<file path="src/rtl/apc_pkg.sv">
package apc_pkg;

    typedef enum logic [2:0] {
        BK_IDLE = 3'd0,
        BK_OPEN = 3'd1,
        BK_RD   = 3'd2,
        BK_WR   = 3'd3,
        BK_PRE  = 3'd4
    } bank_st_e;

    localparam logic [2:0] OP_NOP = 3'd0;
    localparam logic [2:0] OP_ACT = 3'd1;
    localparam logic [2:0] OP_RD  = 3'd2;
    localparam logic [2:0] OP_WR  = 3'd3;
    localparam logic [2:0] OP_PRE = 3'd4;

    localparam int ST_W = 3;

    // latency values below 2 are raised to 2
    function automatic logic [1:0] eff_cl(input logic [1:0] raw);
        return (raw < 2'd2) ? 2'd2 : raw;
    endfunction

endpackage

</file>
<file path="src/rtl/apc_cmd_check.sv">
module apc_cmd_check
    import apc_pkg::*;
#(
    parameter int NB = 4,
    localparam int BW = $clog2(NB)
) (
    input  logic            clk,
    input  logic            rst,
    input  logic [2:0]      cmd_i,
    input  logic [BW-1:0]   bank_i,
    input  logic            dm_i,
    input  bank_st_e        st_i [NB],
    input  logic [NB-1:0]   rdb_i,
    output logic [NB-1:0]   go_act_o,
    output logic [NB-1:0]   go_rd_o,
    output logic [NB-1:0]   go_wr_o,
    output logic [NB-1:0]   go_pre_o,
    output logic            illegal_o,
    output logic            dm_viol_o
);

    logic     is_act, is_rd, is_wr, is_pre, ok;
    bank_st_e sel_st;
    logic     dm_h1, dm_h2;
    logic     ill_n, dmv_n;

    always_comb begin
        is_act = (cmd_i == OP_ACT);
        is_rd  = (cmd_i == OP_RD);
        is_wr  = (cmd_i == OP_WR);
        is_pre = (cmd_i == OP_PRE);
        sel_st = st_i[bank_i];
        ok     = (is_act && sel_st == BK_IDLE) ||
                 ((is_rd || is_wr || is_pre) && sel_st == BK_OPEN);
        ill_n  = (is_act || is_rd || is_wr || is_pre) && !ok;
        dmv_n  = is_wr && ok && (|rdb_i) && !dm_h2;
    end

    for (genvar k = 0; k < NB; k++) begin : g_go
        assign go_act_o[k] = ok && is_act && (bank_i == BW'(k));
        assign go_rd_o[k]  = ok && is_rd  && (bank_i == BW'(k));
        assign go_wr_o[k]  = ok && is_wr  && (bank_i == BW'(k));
        assign go_pre_o[k] = ok && is_pre && (bank_i == BW'(k));
    end

    always_ff @(posedge clk) begin
        if (rst) begin
            dm_h1     <= 1'b0;
            dm_h2     <= 1'b0;
            illegal_o <= 1'b0;
            dm_viol_o <= 1'b0;
        end else begin
            dm_h1     <= dm_i;
            dm_h2     <= dm_h1;
            illegal_o <= ill_n;
            dm_viol_o <= dmv_n;
        end
    end

    // a flagged command released no bank action in its cycle
    p_illegal_inert_r10: assert property (@(posedge clk) disable iff (rst)
        illegal_o |-> $past((go_act_o | go_rd_o | go_wr_o | go_pre_o) == '0));

endmodule

</file>
<file path="src/rtl/apc_bank_unit.sv">
module apc_bank_unit
    import apc_pkg::*;
#(
    parameter int BL      = 4,
    parameter int PRE_CYC = 3,
    localparam int CW     = $clog2(BL + 4) + 1,
    localparam int PW     = $clog2(PRE_CYC) + 1
) (
    input  logic     clk,
    input  logic     rst,
    input  logic     go_act,
    input  logic     go_rd,
    input  logic     go_wr,
    input  logic     go_pre,
    input  logic     ap_i,
    input  logic [1:0] cl_i,
    input  logic     oth_rd,
    input  logic     oth_wr,
    output bank_st_e st_o,
    output logic     beat_o,
    output logic     kind_o,
    output logic     rdb_o
);

    bank_st_e        st_q, st_n;
    logic [CW-1:0]   s_q, e_q, s_n, e_n, s_dec, e_dec, cut, clx;
    logic [PW-1:0]   p_q, p_n;
    logic            ap_q, ap_n, rd_q, rd_n, oth;

    always_comb begin
        clx   = {{(CW-2){1'b0}}, cl_i};
        oth   = oth_rd || oth_wr;
        s_dec = (s_q != '0) ? s_q - 1'b1 : '0;
        e_dec = (e_q != '0) ? e_q - 1'b1 : '0;
        // a read on another bank lets a read finish up to its own first beat
        cut   = (oth_rd && rd_q) ? clx - 1'b1 : '0;

        if (go_rd) begin
            s_n = clx - 1'b1;
            e_n = clx - 1'b1 + CW'(BL);
        end else if (go_wr) begin
            s_n = '0;
            e_n = CW'(BL);
        end else begin
            s_n = s_dec;
            e_n = (oth && e_dec > cut) ? cut : e_dec;
        end

        st_n = st_q;
        ap_n = ap_q;
        rd_n = rd_q;
        p_n  = p_q;
        case (st_q)
            BK_IDLE: if (go_act) st_n = BK_OPEN;
            BK_OPEN: begin
                if (go_rd) begin
                    st_n = BK_RD;
                    ap_n = ap_i;
                    rd_n = 1'b1;
                end else if (go_wr) begin
                    st_n = BK_WR;
                    ap_n = ap_i;
                    rd_n = 1'b0;
                end else if (go_pre) begin
                    st_n = BK_PRE;
                    p_n  = PW'(PRE_CYC - 1);
                end
            end
            BK_RD, BK_WR: begin
                if ((oth && ap_q) || e_n == '0) begin
                    st_n = ap_q ? BK_PRE : BK_OPEN;
                    p_n  = PW'(PRE_CYC - 1);
                end
            end
            BK_PRE: begin
                if (p_q == '0) st_n = BK_IDLE;
                else           p_n  = p_q - 1'b1;
            end
            default: st_n = BK_IDLE;
        endcase
    end

    always_ff @(posedge clk) begin
        if (rst) begin
            st_q <= BK_IDLE;
            s_q  <= '0;
            e_q  <= '0;
            p_q  <= '0;
            ap_q <= 1'b0;
            rd_q <= 1'b0;
        end else begin
            st_q <= st_n;
            s_q  <= s_n;
            e_q  <= e_n;
            p_q  <= p_n;
            ap_q <= ap_n;
            rd_q <= rd_n;
        end
    end

    assign st_o   = st_q;
    assign beat_o = (s_q == '0) && (e_q != '0);
    assign kind_o = rd_q;
    assign rdb_o  = rd_q && (e_q != '0);

    // activation only ever reaches an idle bank
    p_act_from_idle_r2: assert property (@(posedge clk) disable iff (rst)
        go_act |-> st_q == BK_IDLE);

    // an open bank has no beat left in flight
    p_open_no_beat_r8: assert property (@(posedge clk) disable iff (rst)
        beat_o |-> st_q != BK_OPEN);

    // a cut auto-precharge burst precharges in the next cycle
    p_cut_precharge_r7: assert property (@(posedge clk) disable iff (rst)
        ((oth_rd || oth_wr) && ap_q && (st_q == BK_RD || st_q == BK_WR))
        |=> st_q == BK_PRE);

endmodule

</file>
<file path="src/rtl/apc_bus_owner.sv">
module apc_bus_owner #(
    parameter int NB = 4,
    localparam int BW = $clog2(NB)
) (
    input  logic [NB-1:0] beat_i,
    input  logic [NB-1:0] kind_i,
    output logic          busy_o,
    output logic [BW-1:0] bank_o,
    output logic          is_read_o
);

    always_comb begin
        busy_o    = 1'b0;
        bank_o    = '0;
        is_read_o = 1'b0;
        for (int k = NB - 1; k >= 0; k--) begin
            if (beat_i[k]) begin
                busy_o    = 1'b1;
                bank_o    = BW'(k);
                is_read_o = kind_i[k];
            end
        end
    end

endmodule

</file>
<file path="src/rtl/apc_bank_tracker.sv">
module apc_bank_tracker
    import apc_pkg::*;
#(
    parameter int NB      = 4,
    parameter int BL      = 4,
    parameter int PRE_CYC = 3,
    localparam int BW     = $clog2(NB)
) (
    input  logic               clk,
    input  logic               rst,
    input  logic [2:0]         cmd_i,
    input  logic [BW-1:0]      bank_i,
    input  logic               ap_i,
    input  logic [1:0]         cas_i,
    input  logic               dm_i,
    output logic [ST_W*NB-1:0] bank_state_o,
    output logic               bus_busy_o,
    output logic [BW-1:0]      bus_bank_o,
    output logic               bus_is_read_o,
    output logic               illegal_o,
    output logic               dm_viol_o
);

    bank_st_e      st [NB];
    logic [NB-1:0] go_act, go_rd, go_wr, go_pre;
    logic [NB-1:0] beat, kind, rdb;
    logic [1:0]    cl_eff;

    assign cl_eff = eff_cl(cas_i);

    apc_cmd_check #(.NB(NB)) u_check (
        .clk       (clk),
        .rst       (rst),
        .cmd_i     (cmd_i),
        .bank_i    (bank_i),
        .dm_i      (dm_i),
        .st_i      (st),
        .rdb_i     (rdb),
        .go_act_o  (go_act),
        .go_rd_o   (go_rd),
        .go_wr_o   (go_wr),
        .go_pre_o  (go_pre),
        .illegal_o (illegal_o),
        .dm_viol_o (dm_viol_o)
    );

    for (genvar k = 0; k < NB; k++) begin : g_bank
        logic [NB-1:0] others;
        assign others = ~(NB'(1) << k);

        apc_bank_unit #(.BL(BL), .PRE_CYC(PRE_CYC)) u_unit (
            .clk    (clk),
            .rst    (rst),
            .go_act (go_act[k]),
            .go_rd  (go_rd[k]),
            .go_wr  (go_wr[k]),
            .go_pre (go_pre[k]),
            .ap_i   (ap_i),
            .cl_i   (cl_eff),
            .oth_rd (|(go_rd & others)),
            .oth_wr (|(go_wr & others)),
            .st_o   (st[k]),
            .beat_o (beat[k]),
            .kind_o (kind[k]),
            .rdb_o  (rdb[k])
        );

        assign bank_state_o[k*ST_W +: ST_W] = st[k];
    end

    apc_bus_owner #(.NB(NB)) u_owner (
        .beat_i    (beat),
        .kind_i    (kind),
        .busy_o    (bus_busy_o),
        .bank_o    (bus_bank_o),
        .is_read_o (bus_is_read_o)
    );

    // truncation never lets two banks share a beat
    p_single_owner_r9: assert property (@(posedge clk) disable iff (rst)
        $onehot0(beat));

    // an accepted write owns the bus in the following cycle
    p_write_drives_bus_r4: assert property (@(posedge clk) disable iff (rst)
        (|go_wr) |=> (bus_busy_o && !bus_is_read_o));

endmodule

</file>
<file path="config.mk">
export PLATFORM = sky130hd
export DESIGN_NAME = apc_bank_tracker
export DESIGN_NICKNAME = d
export VERILOG_FILES = /design/src/rtl/apc_pkg.sv /design/src/rtl/apc_cmd_check.sv /design/src/rtl/apc_bank_unit.sv /design/src/rtl/apc_bus_owner.sv /design/src/rtl/apc_bank_tracker.sv
export SDC_FILE = /design/constraint.sdc
export NUM_CORES = 1
export LEC_CHECK = 0
export BUFFER_PORTS_ARGS = -buffer_cell sky130_fd_sc_hd__buf_2
export CORE_MARGIN = 3
export CORE_UTILIZATION = 25
export CTS_CLUSTER_SIZE = 12
export DETAILED_ROUTE_END_ITERATION = 10
export PLACE_DENSITY = 0.37
export SLEW_MARGIN = 25
export SYNTH_ARGS = -nofsm -noshare
export SYNTH_HDL_FRONTEND = slang
export SYNTH_SLANG_ARGS = --single-unit
</file>
<file path="constraint.sdc">
create_clock -name clk -period 4.55 [get_ports clk]
set_input_delay 0.91 -clock clk [delete_from_list [all_inputs] [get_ports clk]]
set_output_delay 0.91 -clock clk [all_outputs]
set_load 0.01 [all_outputs]
</file>
* After elaboration in Yosys (flattened, before gate mapping)
Cells that the tools add are included.
** Storage, ports and cells
- Bits in registers :: 68
- Bits in latches :: 0
- RAM bits :: 0
- Memory bits (read-only) :: 0
- Input bits :: 11
- Word-level logic and storage cells :: 345
- Memories kept :: 0
** Operators by class
- Add/subtract/negate cells :: 14
- Multiply operators :: 0
- Div/mod/pow operators :: 0
- Magnitude comparators :: 6
- Equality and inequality tests :: 56
- Shift operators :: 0
- Mux-type cells :: 120
- Bitwise gates (word level) :: 1
- Reductions and logical operators :: 120
** Operator list (number)
- 2-to-1 mux 3 bit :: 50
- 2-to-1 mux 4 bit :: 32
- case mux 3 bit (4 select lines) :: 4
- logical AND 1 bit :: 45
- case mux 3 bit (3 select lines) :: 4
- zero test 4 bit :: 8
- != test 2 x 1 -> 1 bit, second input constant :: 16
- nonzero test 4 bit :: 8
- subtractor 4 x 1 -> 4 bit, second input constant :: 8
- equality test 3 x 2 -> 1 bit, second input constant :: 10
- zero test 3 bit :: 9
- 2-to-1 mux 1 bit :: 24
- != test 2 bit, second input constant :: 12
- AND reduction 6 bit :: 4
- OR reduction 3 bit :: 8
- equality test 3 x 1 -> 1 bit, second input constant :: 6
- > comparator 4 bit :: 4
- != test 4 x 1 -> 1 bit, second input constant :: 4
- AND reduction 4 bit :: 4
- equality test 3 bit, second input constant :: 5
- logical OR 1 bit :: 14
- nonzero test 3 bit :: 4
- subtractor 3 x 1 -> 3 bit, second input constant :: 4
- 2-to-1 mux 2 bit :: 5
- other kinds (14) :: 25

* Logic depth before layout (Yosys ltp)
- Depth after elaboration :: 21
- Gate-level depth with buffers :: 15
- Depth with buffers taken out :: 14

* Hierarchy
From an unflattened synthesis, not the netlist that was laid out.
** Unflattened totals
- Cell total of the unflattened synthesis :: 659
- Area, all modules :: 5251.3 um2
** Modules (own cells, without submodules)
- apc_bank_unit at g_bank[0].u_unit ... :: times used 2, cells each 144, area an instance 1186.1 um2
- apc_bank_unit at g_bank[3].u_unit :: times used 1, cells each 153, area an instance 1196.1 um2
- apc_bank_unit at g_bank[2].u_unit :: times used 1, cells each 140, area an instance 1102.3 um2
- apc_cmd_check :: times used 1, cells each 56, area an instance 442.9 um2
- apc_bus_owner :: times used 1, cells each 12, area an instance 77.6 um2
- apc_bank_tracker :: times used 1, cells each 10, area an instance 60.1 um2

* Worst setup path after synthesis
OpenSTA, ideal clock, no wires.
- Path type :: in2reg
- Start point :: in bank_i[0]
- End point :: reg g_bank[2].u_unit.st_q[0]
- Setup time :: 0.096 ns
- Arrival :: 4.174 ns
- Slack :: 0.281 ns
- Stages on the path :: 15
- Buffers on the path :: 2
- Cells stage by stage :: buf_4 -> nor2b_2 -> a221oi_4 -> a211o_2 -> buf_6 -> nor2_1 -> nand3_1 -> ha_1 -> nor2b_1 -> a2bb2oi_1 -> or4_1 -> a2111oi_2 -> a21oi_1 -> a211o_1 -> o41ai_2
** On the way
- Word-level cells in the longest chain between the ends :: 21
- Elaborated cells between the ends (all ways) :: 47
- Classes of those cells :: order compare (1); eq/ne (7); mux (10); bitwise (1); reduce/logical (28)
** Ends and longest elaborated chain
- start: declaration :: RTL line apc_bank_tracker.sv:12 : input logic [BW-1:0] bank_i,
- inverter 2 -> 3 bit (implied by the code) :: RTL line apc_cmd_check.sv:32 : sel_st = st_i[bank_i];
- binary-select mux 3 bit (select 2 bit) :: RTL line apc_cmd_check.sv:32
- 2-to-1 mux 3 bit (implied by the code) (2 in series) :: RTL line apc_cmd_check.sv:32
- equality test 3 x 1 -> 1 bit / zero test 3 bit (equally long branches) :: RTL line apc_cmd_check.sv:34, apc_cmd_check.sv:33
- logical AND 1 bit (on tied branches) :: RTL line apc_cmd_check.sv:34, apc_cmd_check.sv:33
- logical OR 1 bit :: RTL line apc_cmd_check.sv:33 : ok = (is_act && sel_st == BK_IDLE) ||
- logical AND 1 bit (2 in series) :: RTL line apc_cmd_check.sv:41 : assign go_rd_o[k] = ok && is_rd && (bank_i == BW'(k));
- OR reduction 3 bit :: RTL line apc_bank_tracker.sv:60 : .oth_rd (|(go_rd & others)),
- [3 not listed]
- logical AND 1 bit :: RTL line apc_bank_unit.sv:46 : e_n = (oth && e_dec > cut) ? cut : e_dec;
- 2-to-1 mux 4 bit :: RTL line apc_bank_unit.sv:46
- 2-to-1 mux 4 bit :: RTL line apc_bank_unit.sv:41 : end else if (go_wr) begin
- 2-to-1 mux 4 bit :: RTL line apc_bank_unit.sv:38 : if (go_rd) begin
- zero test 4 bit :: RTL line apc_bank_unit.sv:70 : if ((oth && ap_q) || e_n == '0) begin
- logical OR 1 bit :: RTL line apc_bank_unit.sv:70
- != test 2 x 1 -> 1 bit (no source line)
- AND reduction 4 bit (no source line)
- end signal: assignment :: RTL line apc_bank_unit.sv:92 : st_q <= st_n;
- end: declaration :: RTL line apc_bank_unit.sv:25 : bank_st_e st_q, st_n;
Several ways; a longest one is shown, not always the timed one. The select of a mux whose other input is x is not followed.
A chain may end at the register's enable or synchronous reset.

* Worst setup path after layout
- Start point :: in bank_i[1]
- End point :: reg g_bank[2].u_unit.st_q[0]
The elaborated chain is that of the path after synthesis.

==> results.toml <==
[outcome]
status = "finished clean"

[cts]
path_clk_slew_ns = 0.06
cts_made_buffers = 9
ctsRootBufferMaster = "clkbuf_16"
htreeDepth = 3
cts.sinks = 68
hold_buffers = 0
post_cts_buffers = 0
cts_tree = "built"
clkLatencyLatePin_ns = 0.35
cts_resized = 0
clockBufferDepth = 2

[logic_synthesis]
synthTopCellsByArea = "dfxtp_1 (30%), ha_1 (8.7%), nor2_1 (6.3%), a21oi_1 (4.5%), inv_1 (3.4%)"
syn-num-nets = 619
synth_edf_count = 0
ys_ff_latch = 68
synth_cell_types = 83
syn_area_sq_mm = 0.00461
syn_area_per_cell_sq_um = 8.00
synth_top_area_frac = 0.295
ys_seq_area_frac = 0.295
yosysTopAreaCell = "dfxtp_1"
synthCells = 576
ys.flop_type = "dfxtp_1"
yosys_warnings = 0
synthArstFlopShare = 0

[cells_and_area]
multi_input_area_sq_mm = 0.00297
fillers = 1989
diodes = 0
postLayoutCellArea_sq_mm = 0.00530
area_growth_pct = 15.1
utilization = 0.294
nets = 649
regArea_sq_mm = 0.00136
drive_gt1_frac = 0.139

[grt]
grt_pass1_wl_mm = 22.4
grt_max_degree = 32
top_usage_layer = "met2"
grt_usage = 0.141
use_met1 = 0.187
antenna_found_initial = 0
grt_overflow = 0
grt_use_met3 = 0.0361
grt_pass1_vias = 4208
use_met2 = 0.229

[placement]
port_buffers = 28
placed_area_sq_mm = 0.00501
place.gp.congestion = 0.782
hpwlAfterDp_mm = 10.1

[sta]
period_share = 0.870
whs_ns = 0.449
max-slew-margin-rel = 0.496
tns_ns = 0
final-hold-violation-count = 0
rsz0062_at_grt = "no"
slew_viol_final = 0
finClkSkew_ns = 0.00644
fin_crit_ns = 3.96
setup_viol = 0
tightest_slew_ns = 0.753
fmax_ghz = 0.253

[critical_path]
required_ns = 4.80
worst_ep_arrival_time_ns = 4.21
start_kind = "input pin"
endpoint_kind = "flop"
critical_path_class = "input pin to flop"
path_max_fanout = 10

[floorplan]
die_w_um = 142
dieArea_sq_mm = 0.0201
initial_utilization = 0.256
pin_count = 29
rows = 49
coreArea_sq_mm = 0.0180
die_h_um = 142

[worst_hold_path]
hold_class = "flop to flop"

[pwr]
leakage_nw = 2.00
power.density_mw_per_mm2 = 569
ir_worst_vdd_uv = 185

[flow_run]
cap_violations = 0

[detailed_routing]
drc_errors = 0
dr.pass1.iters = 4
via_per_inst = 5.00
num_vias = 4197
detail-route-antenna-nets = 0
drtIter0Drc = 239
wl_per_cell_um = 16.1
drt_wl_total_mm = 13.5
critical path: stages:
cell       delay, ns
buf_2           0.17
nor4_2          0.39
a221oi_4        0.11
a211o_2         0.37
nor2_1          0.10
buf_4           0.16
nand3_1         0.08
ha_1            0.30
nor2b_1         0.14
a2bb2oi_1       0.13
or4_1           0.47
a2111oi_2       0.40
a21oi_1         0.14
a211o_1         0.29
o41ai_2         0.05
through the flow:
step,power [mW],instances,setup WS (ns)
final,3.02,840,0.590
after global routing,3.31,840,0.365
after CTS,3.06,840,0.605
after detailed placement,2.34,824,0.240
after global placement,2.32,824,0.310
after floorplan,1.96,576,0.281
layout by cell type (no fill, tap or decap), types with 5 or more instances in the layout:
master	count
a211oi_1	6
a21oi_1	41
a311oi_1	5
a32o_1	5
buf_2	28
buf_4	9
clkbuf_16	9
dfxtp_1	68
ha_1	32
inv_1	42
mux2i_1	13
nand2_1	42
nand2b_1	15
nand3_1	8
nor2_1	77
nor2b_1	17
nor3_1	31
nor3b_1	10
o211ai_1	5
o21ai_0	24
or3_1	9
or4_1	5
xnor2_1	8
where the power goes:
group / switching, mW / internal, mW
clock: 0.278 / 0.413
combinational: 0.861 / 0.640
sequential: 0.115 / 0.712
total: 1.25 / 1.76
synth_stat cells, types with 5 or more instances:
cell      number
o211ai_1       5
nand3_1        8
dfxtp_1       68
nand2_1       42
inv_1         42
a21oi_1       41
a32o_1         5
nand2b_1      15
ha_1          32
mux2i_1       13
a211oi_1       6
or3_1          9
o21ai_0       24
or4_1          5
nor3_1        31
nor2b_1       17
xnor2_1        8
nor2_1        77
nor3b_1       10
clkbuf_1      11
a311oi_1       5
metal layers:
metal,up-vias,share of wire
li1,2127,-
met2,56,0.46
met5,-,0
met4,0,0.0085
met3,11,0.033
met1,2003,0.50
flip-flops by register name, summed over array words and instances (netlist names):
register	flops
u_check.illegal_o	1
g_bank.u_unit.s_q	16
g_bank.u_unit.kind_o	4
g_bank.u_unit.st_o	12
u_check.dm_h1	1
u_check.dm_viol_o	1
g_bank.u_unit.ap_q	4
g_bank.u_unit.e_q	16
g_bank.u_unit.p_q	12
u_check.dm_h2	1
worst paths after layout:
kind / from / endpoint / slack, ns / depth (start not counted)
max: bank_i[1] / g_bank[2].u_unit.st_o[0] / 0.59 / 15
min reg2reg: u_check.dm_h2 / u_check.dm_viol_o / 0.45 / 1
min: u_check.dm_h2 / u_check.dm_viol_o / 0.45 / 1
max reg2reg: g_bank[0].u_unit.st_o[1] / g_bank[2].u_unit.st_o[0] / 0.84 / 14
area by class of cell:
type,count,area share
multi-input cells,446,0.561
flip-flops and latches,68,0.257
well taps,229,0.0540
clock buffers,13,0.0510
repair buffers,38,0.0429
inverters,43,0.0309
clock inverters,3,0.00377
logic make-up after synthesis:
family	after synthesis	share of synthesized area
simple gates	245	0.272
compound gates	144	0.231
flops	68	0.295
buf+inv	62	0.0589
fa+ha+maj	32	0.0869
mux	17	0.0413
xor+xnor	8	0.0152
Note: power is estimated with default switching activity, not from simulation.
